===== config.mk =====
export PLATFORM = sky130hd
export DESIGN_NAME = seqmul_core
export DESIGN_NICKNAME = d
export VERILOG_FILES = /design/src/rtl/smul_pkg.sv /design/src/rtl/smul_mplr_sr.sv /design/src/rtl/smul_mcand_sr.sv /design/src/rtl/smul_accum.sv /design/src/rtl/smul_ctrl.sv /design/src/rtl/seqmul_core.sv
export SDC_FILE = /design/constraint.sdc
export NUM_CORES = 1
export LEC_CHECK = 0
export BUFFER_PORTS_ARGS = -buffer_cell sky130_fd_sc_hd__buf_4
export CELL_PAD_IN_SITES_DETAIL_PLACEMENT = 0
export CELL_PAD_IN_SITES_GLOBAL_PLACEMENT = 1
export CORE_MARGIN = 2
export CORE_UTILIZATION = 47
export DETAILED_ROUTE_END_ITERATION = 8
export PLACE_DENSITY_LB_ADDON = 0.08
export SYNTH_ARGS = -nofsm -noshare
export SYNTH_HDL_FRONTEND = slang
export SYNTH_SLANG_ARGS = --single-unit

===== constraint.sdc =====
create_clock -name clk -period 8.5 [get_ports clk]
set_clock_uncertainty 0.15 [all_clocks]
set_input_delay 1.275 -clock clk [delete_from_list [all_inputs] [get_ports clk]]
set_output_delay 1.275 -clock clk [all_outputs]
set_load 0.02 [all_outputs]

===== src/rtl/smul_pkg.sv =====
package smul_pkg;
  typedef enum logic {
    SEQ_IDLE = 1'b0,
    SEQ_RUN  = 1'b1
  } seq_state_e;
endpackage


===== src/rtl/smul_mplr_sr.sv =====
module smul_mplr_sr #(
  parameter int WIDTH = 32
) (
  input  logic             clk,
  input  logic             rst_n,
  input  logic             load_i,
  input  logic             shift_i,
  input  logic [WIDTH-1:0] din_i,
  output logic             lsb_o,
  output logic [WIDTH-1:0] bits_o
);
  logic [WIDTH-1:0] mplr_q;

  always_ff @(posedge clk) begin
    if (!rst_n)       mplr_q <= '0;
    else if (load_i)  mplr_q <= din_i;
    else if (shift_i) mplr_q <= mplr_q >> 1;
  end

  assign lsb_o  = mplr_q[0];
  assign bits_o = mplr_q;
endmodule


===== src/rtl/smul_mcand_sr.sv =====
module smul_mcand_sr #(
  parameter int WIDTH = 32,
  localparam int PW = 2 * WIDTH
) (
  input  logic             clk,
  input  logic             rst_n,
  input  logic             load_i,
  input  logic             shift_i,
  input  logic [WIDTH-1:0] din_i,
  output logic [PW-1:0]    q_o
);
  logic [PW-1:0] mcand_q;

  always_ff @(posedge clk) begin
    if (!rst_n)       mcand_q <= '0;
    else if (load_i)  mcand_q <= {{WIDTH{1'b0}}, din_i};
    else if (shift_i) mcand_q <= mcand_q << 1;
  end

  assign q_o = mcand_q;
endmodule


===== src/rtl/smul_accum.sv =====
module smul_accum #(
  parameter int WIDTH = 32,
  localparam int PW = 2 * WIDTH
) (
  input  logic          clk,
  input  logic          rst_n,
  input  logic          clr_i,
  input  logic          step_i,
  input  logic          take_i,
  input  logic [PW-1:0] addend_i,
  output logic [PW-1:0] prod_o
);
  // Sum with one extra bit so that a lost carry is visible.
  function automatic logic [PW:0] partial_sum(input logic [PW-1:0] acc,
                                              input logic [PW-1:0] addend,
                                              input logic take);
    if (take) return {1'b0, acc} + {1'b0, addend};
    return {1'b0, acc};
  endfunction

  logic [PW-1:0] prod_q;
  logic [PW:0]   sum_w;
  logic          carry_w;

  assign sum_w   = partial_sum(prod_q, addend_i, take_i);
  assign carry_w = sum_w[PW];

  always_ff @(posedge clk) begin
    if (!rst_n)      prod_q <= '0;
    else if (clr_i)  prod_q <= '0;
    else if (step_i) prod_q <= sum_w[PW-1:0];
  end

  assign prod_o = prod_q;

  AST_NO_OVERFLOW: assert property (@(posedge clk) disable iff (!rst_n)
    (step_i && take_i) |-> !carry_w);
endmodule


===== src/rtl/smul_ctrl.sv =====
module smul_ctrl #(
  parameter int WIDTH = 32,
  localparam int CNT_W = (WIDTH > 1) ? $clog2(WIDTH) : 1
) (
  input  logic clk,
  input  logic rst_n,
  input  logic start_i,
  output logic accept_o,
  output logic step_o,
  output logic busy_o,
  output logic done_o
);
  import smul_pkg::*;

  seq_state_e       state_q;
  logic [CNT_W-1:0] iter_q;
  logic             done_q;
  logic             last_w;

  assign last_w   = (iter_q == CNT_W'(WIDTH - 1));
  assign accept_o = start_i && (state_q == SEQ_IDLE);
  assign step_o   = (state_q == SEQ_RUN);

  always_ff @(posedge clk) begin
    if (!rst_n) begin
      state_q <= SEQ_IDLE;
      iter_q  <= '0;
      done_q  <= 1'b0;
    end else begin
      done_q <= 1'b0;
      if (accept_o) begin
        state_q <= SEQ_RUN;
        iter_q  <= '0;
      end else if (state_q == SEQ_RUN) begin
        iter_q <= iter_q + CNT_W'(1);
        if (last_w) begin
          state_q <= SEQ_IDLE;
          done_q  <= 1'b1;
        end
      end
    end
  end

  assign busy_o = (state_q == SEQ_RUN);
  assign done_o = done_q;

  AST_DONE_PULSE: assert property (@(posedge clk) disable iff (!rst_n)
    done_q |=> !done_q);
  AST_DONE_AFTER_RUN: assert property (@(posedge clk) disable iff (!rst_n)
    done_q |-> $past(state_q == SEQ_RUN));
  AST_BUSY_IGNORES_START: assert property (@(posedge clk) disable iff (!rst_n)
    (state_q == SEQ_RUN && !last_w) |=> (state_q == SEQ_RUN && iter_q == $past(iter_q) + CNT_W'(1)));
endmodule


===== src/rtl/seqmul_core.sv =====
module seqmul_core #(
  parameter int WIDTH = 32,
  localparam int PW = 2 * WIDTH
) (
  input  logic             clk,
  input  logic             rst_n,
  input  logic             start_i,
  input  logic [WIDTH-1:0] opa_i,
  input  logic [WIDTH-1:0] opb_i,
  output logic             done_o,
  output logic [PW-1:0]    product_o
);
  logic             accept_w;
  logic             step_w;
  logic             busy_w;
  logic             mplr_lsb_w;
  logic [WIDTH-1:0] mplr_bits_w;
  logic [PW-1:0]    mcand_w;

  smul_ctrl #(.WIDTH(WIDTH)) u_ctrl (
    .clk(clk), .rst_n(rst_n), .start_i(start_i),
    .accept_o(accept_w), .step_o(step_w), .busy_o(busy_w), .done_o(done_o)
  );

  smul_mplr_sr #(.WIDTH(WIDTH)) u_mplr (
    .clk(clk), .rst_n(rst_n), .load_i(accept_w), .shift_i(step_w),
    .din_i(opb_i), .lsb_o(mplr_lsb_w), .bits_o(mplr_bits_w)
  );

  smul_mcand_sr #(.WIDTH(WIDTH)) u_mcand (
    .clk(clk), .rst_n(rst_n), .load_i(accept_w), .shift_i(step_w),
    .din_i(opa_i), .q_o(mcand_w)
  );

  smul_accum #(.WIDTH(WIDTH)) u_acc (
    .clk(clk), .rst_n(rst_n), .clr_i(accept_w), .step_i(step_w),
    .take_i(mplr_lsb_w), .addend_i(mcand_w), .prod_o(product_o)
  );

  AST_HOLD_IDLE: assert property (@(posedge clk) disable iff (!rst_n)
    (!busy_w && !start_i) |=> $stable(product_o));
  AST_CLEAR_ON_START: assert property (@(posedge clk) disable iff (!rst_n)
    accept_w |=> (product_o == '0));
  AST_MPLR_DRAINED: assert property (@(posedge clk) disable iff (!rst_n)
    done_o |-> (mplr_bits_w == '0));
endmodule


==> results of run 1 <==
stage by stage:
stage | util (%) | worst slack (ns) | instances | instance area (µm²)
6_report | 55.1 | 4.53 | 1651 | 11900
3_3_place_gp | 52.3 | 4.61 | 1619 | 11300
2_1_floorplan | - | 4.87 | 1290 | 10300
5_1_grt | 55.1 | 4.28 | 1651 | 11900
4_1_cts | 55.1 | 4.52 | 1651 | 11900
3_5_place_dp | 52.3 | 4.55 | 1619 | 11300
cell usage in the layout, fill, tap and decap left out, types with 9 or more instances in the layout:
master,n
nand2_1,195
nand4_1,29
inv_1,15
a31oi_1,10
dfxtp_1,166
o21ai_0,107
ha_1,65
a21o_1,42
xnor2_1,37
xor2_1,16
a211oi_1,9
and3_1,10
buf_4,136
and2_1,66
a21oi_1,122
nand3_1,31
nor2_1,77
o21bai_1,18
mux2i_1,99
clkbuf_16,17
cell type report:
| class | instances | area, µm² |
|---|---|---|
| Fill cell | 2096 | 9740 |
| Timing Repair Buffer | 136 | 1020 |
| Inverter | 15 | 56.3 |
| Sequential cell | 167 | 3350 |
| Clock buffer | 19 | 453 |
| Clock inverter | 13 | 159 |
| Multi-Input combinational cell | 1021 | 6560 |
| Tap cell | 280 | 350 |
report_power, final:
part | internal (mW) | switching (mW)
registers | 0.803 | 0.0219
clock network | 0.459 | 0.361
logic | 0.0734 | 0.0863
critical path: cells and delay by family (launching register included):
kind / cells / cell delay [ns]
DFF: 1 / 0.33
adders and majority gates: 2 / 0.63
and+or+nand+nor: 4 / 0.65
AOI/OAI and AO/OA: 7 / 2.15
worst max path at each step:
stage,endpoint
final,u_acc.prod_o[56]$_SDFFE_PP0P_
after global routing,u_acc.prod_o[56]$_SDFFE_PP0P_
after CTS,u_acc.prod_o[56]$_SDFFE_PP0P_
after detailed placement,u_acc.prod_o[56]$_SDFFE_PP0P_
after global placement,u_acc.prod_o[56]$_SDFFE_PP0P_
after floorplan,u_acc.prod_o[56]$_SDFFE_PP0P_
flip-flops by register name, summed over array words and instances, names as in the netlist:
register	count
u_ctrl.done_o	1
u_ctrl.busy_o	1
u_mplr.bits_o	32
u_ctrl.iter_q	5
u_mcand.q_o	64
u_acc.prod_o	64
layer usage:
layer | up-vias | part of all wire, %
li1 | 4692 | -
met1 | 4236 | 48
met2 | 204 | 46
met3 | 43 | 4.2
met4 | 0 | 2.2
met5 | - | 0
cells by family (layout without fill, tap and decap cells):
family / count (synthesis) / in the layout / synth area share [%]
flops: 167 / 167 / 32.4
simple gates: 452 / 452 / 20.6
fa+ha+maj: 66 / 66 / 8.07
xor+xnor: 53 / 53 / 4.50
mux: 100 / 100 / 9.71
buf+inv: 102 / 183 / 4.17
compound gates: 350 / 350 / 20.6
==> flow_metrics.env, run 1 <==
export IMPL_synthFlopType="dfxtp_1"
export IMPL_vdd_drop_max_mv=0.120
export IMPL_die_w_um=152
export IMPL_yosys_top_cells_count="197 x nand2_1, 167 x dfxtp_1, 122 x a21oi_1, 107 x o21ai_0, 99 x mux2i_1"
export IMPL_fin_crit_ns=3.97
export IMPL_antenna_found_initial=0
export IMPL_rsz0062_at_grt="false"
export IMPL_hold_path_class="flip-flop to flip-flop"
export IMPL_clkSinkCount=167
export IMPL_grt_pass1_wl_mm=43.8
export IMPL_cp_start_kind="flip-flop"
export IMPL_finalMaxSlewViolations=0
export IMPL_num_io_pins=132
export IMPL_hold_start="u_acc.prod_o[4]$_SDFFE_PP0P_"
export IMPL_crit_chain="ha_1, fa_1, a21o_2, a31o_2, a211o_2, a221o_1, a211oi_1, nor2_1, a31oi_1, o31a_2, nor2_1, or3_1, nand3_1"
export IMPL_vias_per_cell=5.56
export IMPL_yosysWarnings=0
export IMPL_endpoint_kind="flip-flop"
export IMPL_fmax_mhz=252
export IMPL_finalNetCount=1491
export IMPL_hpwl_mm=18.8
export IMPL_grt_max_degree=92
export IMPL_report_power_total_mw=1.80
export IMPL_synth_edf_count=0
export IMPL_drive_above_1_share_pct=13.7
export IMPL_insertion_delay_ns=0.44
export IMPL_cts_resized=0
export IMPL_r2r_setup_slack_ns=4.53
export IMPL_p_leak_nw=5.22
export IMPL_detail_route_antenna_nets=0
export IMPL_wl_per_cell_um=16.2
export IMPL_dieArea_um2=23200
export IMPL_r2r_start="u_acc.prod_o[0]$_SDFFE_PP0P_"
export IMPL_whs_path_depth=2
export IMPL_synth_async_reset_ratio_pct=0
export IMPL_whs_endpoint="u_acc.prod_o[4]$_SDFFE_PP0P_"
export IMPL_syn_area_um2=10300
export IMPL_met3_usage_pct=3.78
export IMPL_relSlewSlack_pct=32.5
export IMPL_slowest_delay_ns=0.41
export IMPL_postCtsHoldBufs=0
export IMPL_grt_busiest_layer="met2"
export IMPL_die_y_um=152
export IMPL_clk_pin_slew_ns=0.07
export IMPL_crit_arrival_ns=4.21
export IMPL_numPortBuffers=131
export IMPL_period_share_pct=46.8
export IMPL_numCtsBuffers=17
export IMPL_yosysTopAreaCell="dfxtp_1"
export IMPL_cts_max_level=4
export IMPL_grt_pass1_vias=8675
export IMPL_synth_distinct_cells=63
export IMPL_diodes=0
export IMPL_tns_ns=0
export IMPL_rr_worst_depth=13
export IMPL_syn_num_nets=1423
export IMPL_tightestPinTransition_ns=1.01
export IMPL_drv_cap=0
export IMPL_cts_setup_buffers=0
export IMPL_synth_area_per_cell_um2=8.00
export IMPL_clock_path_buffers=2
export IMPL_critPathMaxFanout=4
export IMPL_use_met2_pct=37.2
export IMPL_grt_usage_pct=22.7
export IMPL_setup_viol=0
export IMPL_hold_violations=0
export IMPL_ys_seq_area_share_pct=32.4
export IMPL_yosysTopAreaCellShare_pct=32.4
export IMPL_core_um2=21700
export IMPL_drc=0
export IMPL_hold_ws_ns=0.326
export IMPL_num_vias=9175
export IMPL_synth_most_common_cell="nand2_1"
export IMPL_yosys_top_cells_area="dfxtp_1 32%, mux2i_1 9.6%, ha_1 7.9%"
export IMPL_start_util_pct=47.6
export IMPL_path_class="flip-flop to flip-flop"
export IMPL_dr_pass1_iters=5
export IMPL_cts_tree="done"
export IMPL_crit_start="u_acc.prod_o[0]$_SDFFE_PP0P_"
export IMPL_power_density_nw_per_um2=151
export IMPL_drt_wl_total_mm=26.7
export IMPL_required_ns=8.73
export IMPL_grt_overflow=0
export IMPL_outcome="finished, final reports clean"
export IMPL_netlist_instances=1290
export IMPL_place_congestion=0.897
export IMPL_cp_slowest_cell="fa_1"
export IMPL_root_buffer="clkbuf_16"
export IMPL_drtIter0Drc=456
export IMPL_critPathMostFrequentCell="nor2_1"
export IMPL_rr_endpoint="u_acc.prod_o[56]$_SDFFE_PP0P_"
export IMPL_met1_usage_pct=30.8
export IMPL_yosys_register_bits=167
export IMPL_area_delta_synth_final_pct=15.7
export IMPL_rows=54
Power figures use the tool's default switching activity.
==> run 2: changes to the inputs <==
--- a/config.mk
+++ b/config.mk
@@ -9,7 +9,7 @@
 export CELL_PAD_IN_SITES_DETAIL_PLACEMENT = 0
 export CELL_PAD_IN_SITES_GLOBAL_PLACEMENT = 1
 export CORE_MARGIN = 2
-export CORE_UTILIZATION = 47
+export CORE_UTILIZATION = 40
 export DETAILED_ROUTE_END_ITERATION = 8
 export PLACE_DENSITY_LB_ADDON = 0.08
 export SYNTH_ARGS = -nofsm -noshare
==> constraint.sdc (replaced) <==
create_clock -name clk -period 3.55 [get_ports clk]
set_clock_uncertainty 0.15 [all_clocks]
set_input_delay 0.5325 -clock clk [delete_from_list [all_inputs] [get_ports clk]]
set_output_delay 0.5325 -clock clk [all_outputs]
set_load 0.02 [all_outputs]
==> run 2 against run 1 <==
Compared with the run above: via count rose by 0.98%; clock power up 140%; largest power group unchanged; total power grew 140%; non-clock buffer count rose by 43.
==> flow_metrics.env, run 2 (synthesis gave the netlist of run 1 again) <==
export IMPL_diodes=0
export IMPL_hold_path_class="primary input to flip-flop"
export IMPL_drc=0
export IMPL_dieArea_um2=27100
export IMPL_core_um2=25300
export IMPL_area_delta_synth_final_pct=21.3
export IMPL_p_leak_nw=5.51
export IMPL_layout_common_cells="195 x nand2_1, 177 x buf_4, 164 x dfxtp_1, 121 x a21oi_1, 105 x o21ai_0"
export IMPL_die_y_um=165
export IMPL_finalMaxSlewViolations=0
export IMPL_dp_slack_ns=-0.157
export IMPL_cp_start_kind="flip-flop"
export IMPL_insertion_delay_ns=0.43
export IMPL_postCtsHoldBufs=0
export IMPL_rsz0062_at_grt="true"
export IMPL_cts_max_level=4
export IMPL_hold_violations=0
export IMPL_detail_route_antenna_nets=0
export IMPL_num_vias=9265
export IMPL_vdd_drop_max_mv=0.234
export IMPL_critPathMaxFanout=3
export IMPL_grt_usage_pct=21.1
export IMPL_p_comb_share_pct=9.4
export IMPL_fin_ws_ns=0.125
export IMPL_wl_per_cell_um=16.5
export IMPL_crit_arrival_ns=3.65
export IMPL_antenna_found_initial=0
export IMPL_r2r_setup_slack_ns=0.12
export IMPL_die_w_um=165
export IMPL_fillers=2538
export IMPL_outcome="finished, final reports clean"
export IMPL_grt_overflow=0
export IMPL_fin_crit_ns=3.43
export IMPL_critPathTopFamily="compound AO/OA/AOI/OAI gates"
export IMPL_endpoint_kind="flip-flop"
export IMPL_hold_ws_ns=0.206
export IMPL_drt_wl_total_mm=28.7
export IMPL_multi_input_area_um2=6730
export IMPL_cts_tree="done"
export IMPL_clock_power_share_pct=45.0
export IMPL_start_util_pct=40.9
export IMPL_clkSinkCount=167
export IMPL_num_io_pins=132
export IMPL_tightestPinTransition_ns=0.981
export IMPL_final_common_cell="nand2_1"
export IMPL_grt_max_degree=87
export IMPL_grt_pass1_wl_mm=46.0
export IMPL_rows=58
export IMPL_cp_slowest_cell="fa_2"
export IMPL_path_class="flip-flop to flip-flop"
export IMPL_required_ns=3.77
export IMPL_numPortBuffers=131
export IMPL_clk_pin_slew_ns=0.07
export IMPL_hpwl_mm=20.6
export IMPL_drv_cap=0
export IMPL_setup_viol=0
export IMPL_fmax_mhz=292
export IMPL_vias_per_cell=5.31
export IMPL_drtIter0Drc=586
export IMPL_dr_pass1_iters=5
export IMPL_p_seq_share_pct=45.5
export IMPL_worst_path_buf_inv=1
export IMPL_swShare_pct=27.3
export IMPL_period_share_pct=96.5
export IMPL_power_density_nw_per_um2=346
export IMPL_slowest_delay_ns=0.37
export IMPL_place_congestion=0.859
export IMPL_area_sequential_um2=3350
export IMPL_grt_pass1_vias=9009
export IMPL_numCtsBuffers=17
export IMPL_relSlewSlack_pct=34.6
export IMPL_tns_ns=0
export IMPL_clock_path_buffers=2
export IMPL_drive_above_1_share_pct=17.8
export IMPL_crit_chain="ha_4, fa_2, a21o_4, a31o_4, a211o_2, a221o_1, a211oi_2, nor2_2, a31oi_1, buf_4, o31a_4, nor2_1, or3_1, nand3_1"
export IMPL_root_buffer="clkbuf_16"
export IMPL_switchingPower_mw=1.18
export IMPL_intPower_mw=3.15
export IMPL_finalNetCount=1534
[run 2: worst register-to-register path: cells and delay by family, from the launching register on]
| family | cells | cell delay, ns |
|---|---|---|
| compound gates | 7 | 1.65 |
| fa+ha+maj | 2 | 0.53 |
| simple gates | 4 | 0.53 |
| flops | 1 | 0.36 |
| buf+inv | 1 | 0.15 |
[run 2: layer usage]
metal,GRT usage (%),share of wire (%)
met2,36.4,47
met5,0,0
met1,27.9,48
met3,2.81,3.0
met4,5.38,1.4
[run 2: through the flow]
stage	util [%]	cells	power [mW]	area, µm²
detailed placement	46.4	1710	2.42	11700
finish	49.6	1744	4.33	12500
global route	49.6	1744	4.51	12500
global placement	46.4	1710	2.42	11700
CTS	49.0	1743	4.38	12400
floorplan	-	1290	2.27	10300
[run 2: layout make-up]
class	instances	share of cell area, %
inverters	15	0.450
clock inverters	14	1.43
repair buffers	179	10.8
multi-input cells	1021	53.8
well taps	330	3.30
flip-flops and latches	167	26.8
clock buffers	18	3.51
[run 2: power groups by stage]
stage / Clock, mW / Combinational [mW] / Sequential [mW]
2_1_floorplan: 0 / 0.279 / 1.99
3_3_place_gp: 0 / 0.406 / 2.01
3_5_place_dp: 0 / 0.409 / 2.01
4_1_cts: 2.00 / 0.411 / 1.97
5_1_grt: 2.07 / 0.457 / 1.98
6_report: 1.95 / 0.408 / 1.97
[run 2: final timing paths]
kind | startpoint | depth (start not counted) | to
worst max-delay path | u_mcand.q_o[0]$_SDFFE_PN0P_ | 14 | u_acc.prod_o[56]$_SDFFE_PP0P_
worst min-delay path | opb_i[31] | 3 | u_mplr.bits_o[31]$_SDFFE_PN0P_
worst max register to register | u_mcand.q_o[0]$_SDFFE_PN0P_ | 14 | u_acc.prod_o[56]$_SDFFE_PP0P_
worst min register to register | u_acc.prod_o[41]$_SDFFE_PP0P_ | 2 | u_acc.prod_o[41]$_SDFFE_PP0P_
[run 2: timing repair]
item                       CTS  global route
setup buffers                1             1
setup endpoints to repair   11            17
pin swaps                    8            24
gates resized for setup      7            26
